===== src/rtl/sdr_gap_pkg.sv =====
package sdr_gap_pkg;
  localparam int CMD_W = 4;

  typedef enum logic [2:0] {
    OP_MRS      = 3'd0,
    OP_AREF     = 3'd1,
    OP_SR_ENTER = 3'd2,
    OP_SR_EXIT  = 3'd3,
    OP_ACCESS   = 3'd4
  } sdr_op_e;

  localparam logic [CMD_W-1:0] CMD_NOP  = 4'b0111;
  localparam logic [CMD_W-1:0] CMD_AREF = 4'b0001;
  localparam logic [CMD_W-1:0] CMD_MRS  = 4'b0000;
endpackage


===== src/rtl/sdr_gap_timer.sv =====
module sdr_gap_timer #(
  parameter int CNT_W = 3
) (
  input  logic             clk,
  input  logic             rst,
  input  logic             load,
  input  logic [CNT_W-1:0] load_val,
  output logic             idle
);
  logic [CNT_W-1:0] cnt;

  always_ff @(posedge clk) begin
    if (rst)              cnt <= '0;
    else if (load)        cnt <= load_val;
    else if (cnt != '0)   cnt <= cnt - 1'b1;
  end

  assign idle = (cnt == '0);

  AST_COUNT_DOWN: assert property (@(posedge clk) disable iff (rst)
    (cnt != '0 && !load) |=> (cnt == $past(cnt) - 1'b1));
  AST_LOAD_ONLY_IDLE: assert property (@(posedge clk) disable iff (rst)
    load |-> idle);
endmodule


===== src/rtl/sdr_gap_cfg.sv =====
module sdr_gap_cfg #(
  parameter int CODE_W = 3
) (
  input  logic              clk,
  input  logic              rst,
  input  logic              idle,
  input  logic              wr,
  input  logic              wr_mrd_long,
  input  logic [CODE_W-1:0] wr_rc,
  input  logic [CODE_W-1:0] wr_acc,
  output logic              mrd_long,
  output logic [CODE_W-1:0] rc_code,
  output logic [CODE_W-1:0] acc_code
);
  logic              pend;
  logic              pend_mrd;
  logic [CODE_W-1:0] pend_rc;
  logic [CODE_W-1:0] pend_acc;

  always_ff @(posedge clk) begin
    if (rst) begin
      mrd_long <= 1'b1;
      rc_code  <= '1;
      acc_code <= '1;
      pend     <= 1'b0;
      pend_mrd <= 1'b0;
      pend_rc  <= '0;
      pend_acc <= '0;
    end else if (idle) begin
      if (wr) begin
        mrd_long <= wr_mrd_long;
        rc_code  <= wr_rc;
        acc_code <= wr_acc;
      end else if (pend) begin
        mrd_long <= pend_mrd;
        rc_code  <= pend_rc;
        acc_code <= pend_acc;
      end
      pend <= 1'b0;
    end else if (wr) begin
      pend     <= 1'b1;
      pend_mrd <= wr_mrd_long;
      pend_rc  <= wr_rc;
      pend_acc <= wr_acc;
    end
  end

  AST_CFG_HELD_BUSY: assert property (@(posedge clk) disable iff (rst)
    !idle |=> $stable({mrd_long, rc_code, acc_code}));
  AST_PEND_DRAINS: assert property (@(posedge clk) disable iff (rst)
    (idle && pend) |=> !pend);
endmodule


===== src/rtl/sdr_gap_seq.sv =====
module sdr_gap_seq
  import sdr_gap_pkg::*;
#(
  parameter int CODE_W = 3
) (
  input  logic              clk,
  input  logic              rst,
  input  logic              req_valid,
  input  logic [2:0]        req_op,
  input  logic [CMD_W-1:0]  req_cmd,
  output logic              req_ready,
  input  logic              cfg_we,
  input  logic              cfg_mrd_long,
  input  logic [CODE_W-1:0] cfg_rc_code,
  input  logic [CODE_W-1:0] cfg_acc_code,
  output logic [CMD_W-1:0]  sd_cmd,
  output logic              sd_cke
);
  localparam int CNT_W = CODE_W;

  logic              idle;
  logic              mrd_long;
  logic [CODE_W-1:0] rc_code;
  logic [CODE_W-1:0] acc_code;
  logic              legal;
  logic              accept;
  logic [CNT_W-1:0]  load_val;
  logic [CMD_W-1:0]  cmd_d;
  logic [CMD_W-1:0]  cmd_q;
  logic              cke_q;

  sdr_gap_cfg #(.CODE_W(CODE_W)) u_cfg (
    .clk(clk), .rst(rst), .idle(idle),
    .wr(cfg_we), .wr_mrd_long(cfg_mrd_long), .wr_rc(cfg_rc_code), .wr_acc(cfg_acc_code),
    .mrd_long(mrd_long), .rc_code(rc_code), .acc_code(acc_code)
  );

  // legality depends on the self-refresh state held in the clock-enable register
  always_comb begin
    legal    = 1'b0;
    cmd_d    = CMD_NOP;
    load_val = rc_code;
    case (req_op)
      OP_MRS: begin
        legal    = cke_q;
        cmd_d    = CMD_MRS;
        load_val = {{(CNT_W-1){1'b0}}, mrd_long};
      end
      OP_AREF, OP_SR_ENTER: begin
        legal = cke_q;
        cmd_d = CMD_AREF;
      end
      OP_SR_EXIT: legal = !cke_q;
      OP_ACCESS: begin
        legal    = cke_q;
        cmd_d    = req_cmd;
        load_val = acc_code;
      end
      default: legal = 1'b0;
    endcase
  end

  assign accept = req_valid && idle && legal;

  sdr_gap_timer #(.CNT_W(CNT_W)) u_timer (
    .clk(clk), .rst(rst), .load(accept), .load_val(load_val), .idle(idle)
  );

  always_ff @(posedge clk) begin
    if (rst) begin
      cmd_q <= CMD_NOP;
      cke_q <= 1'b1;
    end else begin
      cmd_q <= accept ? cmd_d : CMD_NOP;
      if (accept && req_op == OP_SR_ENTER)     cke_q <= 1'b0;
      else if (accept && req_op == OP_SR_EXIT) cke_q <= 1'b1;
    end
  end

  assign sd_cmd    = cmd_q;
  assign sd_cke    = cke_q;
  assign req_ready = idle;

  AST_NOP_WHILE_BUSY: assert property (@(posedge clk) disable iff (rst)
    !req_ready |=> (sd_cmd == CMD_NOP));
  AST_CKE_HOLD_LOW: assert property (@(posedge clk) disable iff (rst)
    (!sd_cke && !(req_valid && req_ready && req_op == OP_SR_EXIT)) |=> !sd_cke);
  AST_ENTRY_DROPS_CKE: assert property (@(posedge clk) disable iff (rst)
    (sd_cke && req_valid && req_ready && req_op == OP_SR_ENTER) |=> (!sd_cke && sd_cmd == CMD_AREF));
  AST_SR_IGNORES: assert property (@(posedge clk) disable iff (rst)
    (!sd_cke && req_valid && req_op != OP_SR_EXIT) |=> (sd_cmd == CMD_NOP));
  AST_EXIT_NOP: assert property (@(posedge clk) disable iff (rst)
    $rose(sd_cke) |-> (sd_cmd == CMD_NOP));
endmodule


===== config.mk =====
export PLATFORM = sky130hd
export DESIGN_NAME = sdr_gap_seq
export DESIGN_NICKNAME = d
export VERILOG_FILES = /design/src/rtl/sdr_gap_pkg.sv /design/src/rtl/sdr_gap_timer.sv /design/src/rtl/sdr_gap_cfg.sv /design/src/rtl/sdr_gap_seq.sv
export SDC_FILE = /design/constraint.sdc
export NUM_CORES = 1
export LEC_CHECK = 0
export BUFFER_PORTS_ARGS = -buffer_cell sky130_fd_sc_hd__buf_2
export CAP_MARGIN = 20
export CORE_MARGIN = 2
export CORE_UTILIZATION = 30
export CTS_CLUSTER_DIAMETER = 80
export DETAILED_ROUTE_END_ITERATION = 10
export GPL_TIMING_DRIVEN = 0
export PLACE_DENSITY = 0.59
export RECOVER_POWER = 100
export SETUP_SLACK_MARGIN = 0.15
export SYNTH_ARGS = -nofsm -noshare
export SYNTH_HDL_FRONTEND = slang
export SYNTH_SLANG_ARGS = --single-unit

===== constraint.sdc =====
create_clock -name clk -period 1.6 [get_ports clk]
set_input_delay 0.08 -clock clk [delete_from_list [all_inputs] [get_ports clk]]
set_output_delay 0.08 -clock clk [all_outputs]
set_load 0.01 [all_outputs]

; ---- Yosys cells after proc, flatten, opt, wreduce, memory -nomap -nowiden
; Cells that the tools add are included.
[op_classes]
add_sub_neg = 1
eq_ne = 4
mux = 13
bitwise_logic = 2
reduce_logical = 17
[op_table]
columns = op, n
row1 = two-way mux 3 bit, 6
row2 = one-hot mux 4 bit (3 select lines), 1
row3 = "equality test 3 x 2 -> 1 bit, second input constant", 2
row4 = zero test 3 bit, 2
row5 = one-hot mux 3 bit (2 select lines), 1
row6 = nonzero test 2 bit, 3
row7 = OR reduction 2 bit, 3
row8 = logical AND 1 bit, 4
row9 = two-way mux 1 bit, 4
row10 = AND reduction 2 bit, 2
row11 = OR reduction 4 bit, 1
row12 = "equality test 3 x 1 -> 1 bit, second input constant", 1
row13 = "equality test 3 bit, second input constant", 1
row14 = nonzero test 3 bit, 1
row15 = "subtractor 3 x 1 -> 3 bit, second input constant", 1
row16 = NOT 1 bit, 2
row17 = one-hot mux 1 bit (2 select lines), 1
row18 = zero test 1 bit, 1
[totals]
register_bits = 23
input_bits = 18
word_cells = 47

; ---- Logic depth before layout (Yosys ltp)
; Gate-level depths: netlist of run 1.
[logic_depth]
word_depth = 7
depth_mapped = 7
ltp_nobuf = 6

; ---- Modules after synthesis
; A second synthesis of run 1 with hierarchy kept.
[hier_totals]
hier_cells = 116
area_unflattened_um2 = 1128.6
[by_module_without_submodules]
columns = module, instances, cells_each, area_per_inst_um2, seq_area_each_um2
row1 = sdr_gap_cfg, 1, 61, 668.1, 300.3
row2 = sdr_gap_seq, 1, 33, 254.0, 100.1
row3 = sdr_gap_timer, 1, 22, 206.4, 60.1

; ---- Worst setup path before layout of run 1
; No wires, ideal clock.
[synth_path]
path_kind = reg2reg
startpoint = register u_timer.cnt[0]
endpoint = register u_cfg.acc_code[2]
setup_time_ps = 120
arrival_time_ps = 1401
required_ps = 1480
slack_ps = 79
stages_incl_launch_ff = 8
synth_period_minus_slack_ps = 1521
path_cell_list = dfxtp_1 inv_1 ha_1 nor2b_1 o21ai_1 buf_2 nor2_1 a211o_1
[synth_between]
elab_chain_cells = 2
[synth_lines]
columns = item, line
row1 = from (decl), sdr_gap_timer.sv:10  ; logic [CNT_W-1:0] cnt;
row2 = from (signal assigned), sdr_gap_timer.sv:14  ; else if (load) cnt <= load_val;
row3 = from (signal assigned), sdr_gap_timer.sv:15  ; else if (cnt != '0) cnt <= cnt - 1'b1;
row4 = zero test 3 bit, sdr_gap_timer.sv:18  ; assign idle = (cnt == '0);
row5 = AND reduction 2 bit (no source line), -
row6 = to (signal assigned), sdr_gap_cfg.sv:33  ; acc_code <= wr_acc;
row7 = to (signal assigned), sdr_gap_cfg.sv:37  ; acc_code <= pend_acc;
row8 = to (decl), sdr_gap_cfg.sv:13  ; output logic [CODE_W-1:0] acc_code
; Every way passes these cells.
; A chain may end at the register's enable or synchronous reset.

; ---- Final worst setup path of run 1
[layout_path]
startpoint = register u_timer.cnt[0]
endpoint = register u_timer.cnt[1]
[layout_between]
elab_chain_cells = 4
elab_cells_between_ends = 8
[layout_lines]
columns = item
row1 = "parallel branches: the longest is 4 deep, another holds subtractor 3 x 1 -> 3 bit"
; Parallel ways; which one is timed is not known. The select of a mux whose other input is x is not followed.

==> metrics.csv, run 1 <==
stage;metric;value;unit
finish;n_antenna_cell;0;
power;seqPwrFrac;39.4;%
floorplanning;coreArea;3420;sq um
global_route;gr-total-overflow;0;
finish;final_cell_mix;dfxtp_1 (22), nor2_1 (17), mux2i_1 (17), buf_2 (16), clkbuf_1 (11);
clock_network;cts_tree;built;
clock_network;clkSlewWorstSetupHoldPaths;0.13;ns
timing;skew;0.000571;ns
place;hpwlAfterDp;1710;um
place;place.gp.congestion;0.717;
finish;layoutNonFillerInstCount;199;
power;power_frac_clock;13.1;%
min_path;hold_class;in2reg;
finish;final_nets;174;
routing;avgRoutedWirePerCell;12.1;um
routing;num_vias;942;
finish;layout_commonest_cell;dfxtp_1;
worst_setup_path;critPathLaunch;u_timer.cnt[0]$_SDFFE_PP0P_;
synth;ys_seq_elements;23;
worst_setup_path;cp_slowest_cell;dfxtp_1;
finish;syn2layout_area_growth;26.1;%
routing;drc_errors;0;
clock_network;h-tree-depth;1;
synth;synth-xor-area-share;0;%
finish;multi_input_area;592;sq um
timing;fin_setup_tns;0;ns
synth;syn_avg_cell_area;9.31;sq um
timing;slew_headroom;66.3;%
worst_setup_path;slowest_delay;0.38;ns
worst_setup_path;cp-end-kind;flop;
power;power.switching;0.719;mW
routing;ant_nets;0;
finish;fin_util;40.5;%
worst_setup_path;crit_chain;inv_2 -> ha_1 -> nor2b_4 -> clkbuf_1 -> clkbuf_2 -> a32o_1 -> a21oi_1;
outcome;status;complete, no violations;
synth;netlist_instances;118;
timing;setup_viol;0;
power;combPwrFrac;47.5;%
worst_setup_path;worstPathMaxFanout;5;
routing;drtIter0Drc;7;
synth;synth-adder-area-share;3.30;%
worst_setup_path;start_kind;flop;
finish;layout-drive-gt1-share;28.1;%
worst_setup_path;r2r-start;u_timer.cnt[0]$_SDFFE_PP0P_;
synth;syn_nets;138;
timing;fmax;674;MHz
place;dp_worst_setup_slack;-0.0500;ns
place;dp_cells;185;
power;power.internal;1.35;mW
floorplanning;initial_core_util;32.2;%
place;portBuffers;21;
min_path;min-delay-start;cfg_rc_code[2];
timing;tightestPinTransition;0.505;ns
timing;drv_slew;0;
global_route;globalRouteTotalUtil;12.3;%
global_route;grt_pass1_vias;941;
routing;vias_per_cell;4.73;
synth;ys_types;31;
synth;yosysTopAreaCellShare;41.9;%
worst_setup_path;r2r_slack;0.12;ns
floorplanning;die_h;64.5;um
timing;setup_slack;0.117;ns
worst_setup_path;critical_path_required;1.84;ns
floorplanning;rows;21;
clock_network;cts_buffer_depth;2;
routing;first_pass_iters;4;
timing;rsz0062_at_grt;yes;
routing;wirelength;2400;um
synth;syn_area;1100;sq um
synth;synth_largest_area_cell;dfxtp_1;
floorplanning;die-width;64.5;um
worst_setup_path;critPathTopFamily;compound AO/OA/AOI/OAI gates;
clock_network;root_buffer;clkbuf_4;
global_route;antenna_found_initial;0;
clock_network;numCtsBuffers;3;
finish;regArea;462;sq um
timing;fin_crit_sh;92.7;%
clock_network;clk_latency;0.31;ns
synth;synth_mux_area_share;15.5;%
synth;synth_compound_area_share;15.9;%
place;post_dp_cell_area;1270;sq um
power;worst_ir_drop_vdd;545;uV
finish;nFillCells;362;
job;timing.max_cap.violations;0;
worst_setup_path;cp.arrival;1.72;ns
synth;synthSimpleGateAreaFrac;18.1;%
global_route;grt_pass1_wl;3990;um
timing;hold_viol_final;0;
power;power.share.switching;34.8;%
synth;seq_area_frac_synth;41.9;%
global_route;grt_max_degree;14;
worst_setup_path;path_buf_inv;3;
floorplanning;pin_count;24;
clock_network;cts_sinks;23;
worst_setup_path;path_class;reg2reg;
timing;fin_crit;1.48;ns
power;power_density;1490;nW/um^2
finish;finish.instance_area;1390;sq um
synth;synth_top_family_by_area;simple AND/OR/NAND/NOR gates;
synth;yosys_warnings;0;
floorplanning;dieArea;4160;sq um
synth;synth.top_cells.by_area;dfxtp_1 (42%), mux2i_1 (15%), nor2_1 (5.8%);
power;p_leak;0.632;nW
## final timing paths
kind | to | cells after the start
worst max-delay path | u_timer.cnt[1]$_SDFFE_PP0P_ | 7
worst max register to register | u_timer.cnt[1]$_SDFFE_PP0P_ | 7
worst min-delay path | u_cfg.pend_rc[2]$_SDFFE_PP0P_ | 3
worst min register to register | u_cfg.rc_code[2]$_SDFFE_PP1P_ | 1
## state kept, by name, indices dropped and copies added (netlist names), 3 cells and up
| name | count |
|---|---|
| sd_cmd | 4 |
| u_cfg.pend_acc | 3 |
| u_cfg.acc_code | 3 |
| u_timer.cnt | 3 |
| u_cfg.pend_rc | 3 |
| u_cfg.rc_code | 3 |
## kinds of logic after synthesis
| family | after synthesis |
|---|---|
| compound gates | 24 |
| fa+ha+maj | 3 |
| buf+inv | 12 |
| flops | 23 |
| mux | 17 |
| simple gates | 39 |
## worst min-delay path, delay by kind of cell
| kind | cells | cell delay [ns] |
|---|---|---|
| buffers and inverters | 1 | 0.09 |
| multiplexers | 1 | 0.05 |
| AND/OR/NAND/NOR | 1 | 0.07 |
## per-stage QoR
| stage | hold WS, ns | power, mW |
|---|---|---|
| finish | 0.0135 | 2.07 |
| global route | 0.00132 | 2.23 |
| CTS | 0.000107 | 2.14 |
| detailed placement | 0.308 | 1.56 |
| global placement | 0.294 | 1.52 |
| floorplan | 0.206 | 1.38 |
## cell type report
cell class              instances  share of cell area, %
clock inverters                 1                  0.361
flip-flops and latches         23                   33.3
well taps                      46                   4.16
plain buffers                   9                   4.97
multi-input cells              83                   42.7
inverters                       3                  0.813
repair buffers                 31                   12.0
clock buffers                   3                   1.63
## layer usage
layer  track usage (%)  share of wire (%)  wire, um
met1              13.9                 44      1050
met2              22.7                 54      1290
met3              1.74                1.3        30
met4              5.59               0.96        23
met5                 0                  0         0
## synth_stat cells (all sizes together)
master / number
dfxtp: 23
mux2i: 17
nor2: 17
o21ai: 8
a211o: 7
nand2: 7
buf: 5
clkbuf: 4
inv: 3
nand4: 3
or2: 3
a21oi: 2
ha: 2
nand2b: 2
o21a: 2
o22ai: 2
a21o: 1
a31oi: 1
a32o: 1
and4: 1
and4b: 1
maj3: 1
nand3: 1
nand4b: 1
nand4bb: 1
nor2b: 1
nor3: 1
## power by group through the flow
stage / combinational, mW / clock (mW) / sequential [mW]
3_3_place_gp: 0.709 / 0 / 0.813
2_1_floorplan: 0.582 / 0 / 0.800
3_5_place_dp: 0.742 / 0 / 0.819
5_1_grt: 1.09 / 0.307 / 0.830
6_report: 0.982 / 0.271 / 0.816
4_1_cts: 1.03 / 0.284 / 0.820
## timing repair
item,CTS,global route
gates cloned,2,0
pin swaps,2,3
buffers inserted,5,2
endpoints found under the hold margin,1,0
gates resized for setup,15,5
endpoints found under the setup margin,22,18
hold buffers,1,0
(Power assumes the default switching activity.)
==> inputs of run 2 (changes only) <==
--- a/config.mk
+++ b/config.mk
@@ -7,11 +7,9 @@
 export LEC_CHECK = 0
 export BUFFER_PORTS_ARGS = -buffer_cell sky130_fd_sc_hd__buf_2
 export CAP_MARGIN = 20
-export CORE_MARGIN = 2
 export CORE_UTILIZATION = 30
 export CTS_CLUSTER_DIAMETER = 80
 export DETAILED_ROUTE_END_ITERATION = 10
-export GPL_TIMING_DRIVEN = 0
 export PLACE_DENSITY = 0.59
 export RECOVER_POWER = 100
 export SETUP_SLACK_MARGIN = 0.15
==> metrics.csv, run 2 (synthesis results as in run 1) <==
stage;metric;value;unit
finish;regArea;462;sq um
routing;wirelength;2220;um
timing;skew;0.00496;ns
global_route;antenna_found_initial;0;
routing;ant_nets;0;
global_route;globalRouteTotalUtil;11.8;%
worst_setup_path;critPathLaunch;u_timer.cnt[1]$_SDFFE_PP0P_;
timing;fin_crit;1.42;ns
timing;setup_slack;0.180;ns
worst_setup_path;r2r_cells;7;
power;power.internal;1.25;mW
finish;fin_util;39.3;%
finish;finish.instance_area;1340;sq um
finish;final_nets;163;
routing;first_pass_iters;5;
routing;vias_per_cell;4.77;
worst_setup_path;r2r-start;u_timer.cnt[1]$_SDFFE_PP0P_;
worst_setup_path;r2r_slack;0.18;ns
power;worst_ir_drop_vdd;446;uV
clock_network;numCtsBuffers;3;
clock_network;clkSlewWorstSetupHoldPaths;0.13;ns
finish;layout-drive-gt1-share;26.1;%
clock_network;h-tree-depth;1;
timing;rsz0062_at_grt;yes;
min_path;whs_path_depth;3;
finish;multi_input_area;608;sq um
place;portBuffers;23;
finish;final_cell_mix;dfxtp_1 (22), nor2_1 (17), mux2i_1 (17), buf_2 (17);
outcome;status;complete, no violations;
timing;slew_headroom;65.6;%
power;combPwrFrac;43.7;%
floorplanning;die_h;62.5;um
timing;setup_viol;0;
finish;syn2layout_area_growth;22.2;%
floorplanning;coreArea;3420;sq um
floorplanning;pin_count;24;
finish;n_antenna_cell;0;
job;timing.max_cap.violations;0;
power;power_density;1420;nW/um^2
worst_setup_path;cp.arrival;1.67;ns
timing;drv_slew;0;
routing;drtIter0Drc;23;
clock_network;cts_buffer_depth;2;
timing;tightestPinTransition;0.516;ns
timing;fmax;704;MHz
power;power_frac_clock;13.8;%
global_route;grt_pass1_vias;877;
finish;largest_reg_flops;4;
min_path;hold_class;in2reg;
clock_network;root_buffer;clkbuf_4;
place;hpwlAfterDp;1630;um
min_path;min-delay-start;cfg_rc_code[2];
routing;drc_errors;0;
worst_setup_path;worstPathMaxFanout;11;
finish;layoutNonFillerInstCount;188;
power;totalPowerFinal;1.91;mW
clock_network;cts_sinks;23;
finish;nFillCells;368;
place;post_dp_cell_area;1260;sq um
timing;hold_viol_final;0;
finish;layout_commonest_cell;dfxtp_1;
place;dp_cells;180;
min_path;hold-path-endpoint;u_cfg.pend_rc[2]$_SDFFE_PP0P_;
floorplanning;rows;21;
worst_setup_path;start_kind;flop;
timing;fin_crit_sh;88.8;%
worst_setup_path;critical_path_required;1.85;ns
global_route;gr-total-overflow;0;
place;dp_worst_setup_slack;0.0597;ns
floorplanning;initial_core_util;32.2;%
power;power.switching;0.661;mW
clock_network;clk_latency;0.30;ns
power;power.share.switching;34.5;%
place;place.gp.congestion;0.748;
global_route;grt_max_degree;21;
timing;fin_setup_tns;0;ns
floorplanning;die-width;62.5;um
global_route;grt_pass1_wl;3750;um
timing;fin_worst_hold_slack;0.0140;ns
floorplanning;dieArea;3910;sq um
power;seqPwrFrac;42.5;%
worst_setup_path;r2r-end;u_timer.cnt[1]$_SDFFE_PP0P_;
power;p_leak;0.598;nW
routing;num_vias;897;
worst_setup_path;path_class;reg2reg;
worst_setup_path;cp-end-kind;flop;
clock_network;cts_tree;built;
routing;avgRoutedWirePerCell;11.8;um
[run 2: cell count changes in the layout (fill, tap and decap cells not counted), sizes merged]
cell | before | now
clkbuf | 17 | 9
dlygate4sd3 | 1 | 3
buf | 25 | 20
[run 2: area by class of cell]
cell class / instances / share of cell area, %
Timing Repair Buffer: 29 / 13.1
Sequential cell: 23 / 34.4
Tap cell: 46 / 4.29
Multi-Input combinational cell: 83 / 45.3
Clock buffer: 3 / 1.68
Clock inverter: 1 / 0.373
Inverter: 3 / 0.839
[run 2: power by group through the flow]
stage / combinational [mW] / sequential [mW] / clock, mW
2_1_floorplan: 0.582 / 0.800 / 0
3_3_place_gp: 0.734 / 0.811 / 0
3_5_place_dp: 0.757 / 0.819 / 0
4_1_cts: 0.814 / 0.813 / 0.280
5_1_grt: 0.939 / 0.836 / 0.313
6_report: 0.835 / 0.814 / 0.264
[run 2: layer usage]
metal | global-route usage, % | vias up | wire, um
li1 | - | 467 | -
met1 | 12.8 | 424 | 953
met2 | 22.0 | 4 | 1210
met3 | 2.19 | 2 | 34
met4 | 5.23 | 0 | 20
met5 | 0 | - | 0
[run 2: worst max-delay path: stages (launching register included)]
cell	delay, ns
dfxtp_1	0.37
inv_2	0.06
ha_4	0.15
nor2b_4	0.13
buf_6	0.14
or2_0	0.19
a32o_1	0.21
a21oi_2	0.10
[run 2: worst max-delay path by stage]
stage	depth (start not counted)	slack, ns	endpoint
after global routing	6	0.07	u_cfg.rc_code[2]$_SDFFE_PP1P_
after CTS	7	0.15	u_timer.cnt[1]$_SDFFE_PP0P_
after floorplan	6	0.12	sd_cmd[3]$_SDFF_PP0_
after global placement	7	0.11	u_timer.cnt[1]$_SDFFE_PP0P_
final	7	0.18	u_timer.cnt[1]$_SDFFE_PP0P_
after detailed placement	7	0.06	u_timer.cnt[1]$_SDFFE_PP0P_
[run 2: timing repair]
item                                   CTS  global route
setup endpoints to repair               21            18
hold buffers                             0             3
buffers inserted                         1             0
resized for setup                        6             5
pin swaps                                0             3
endpoints found under the hold margin    0             3
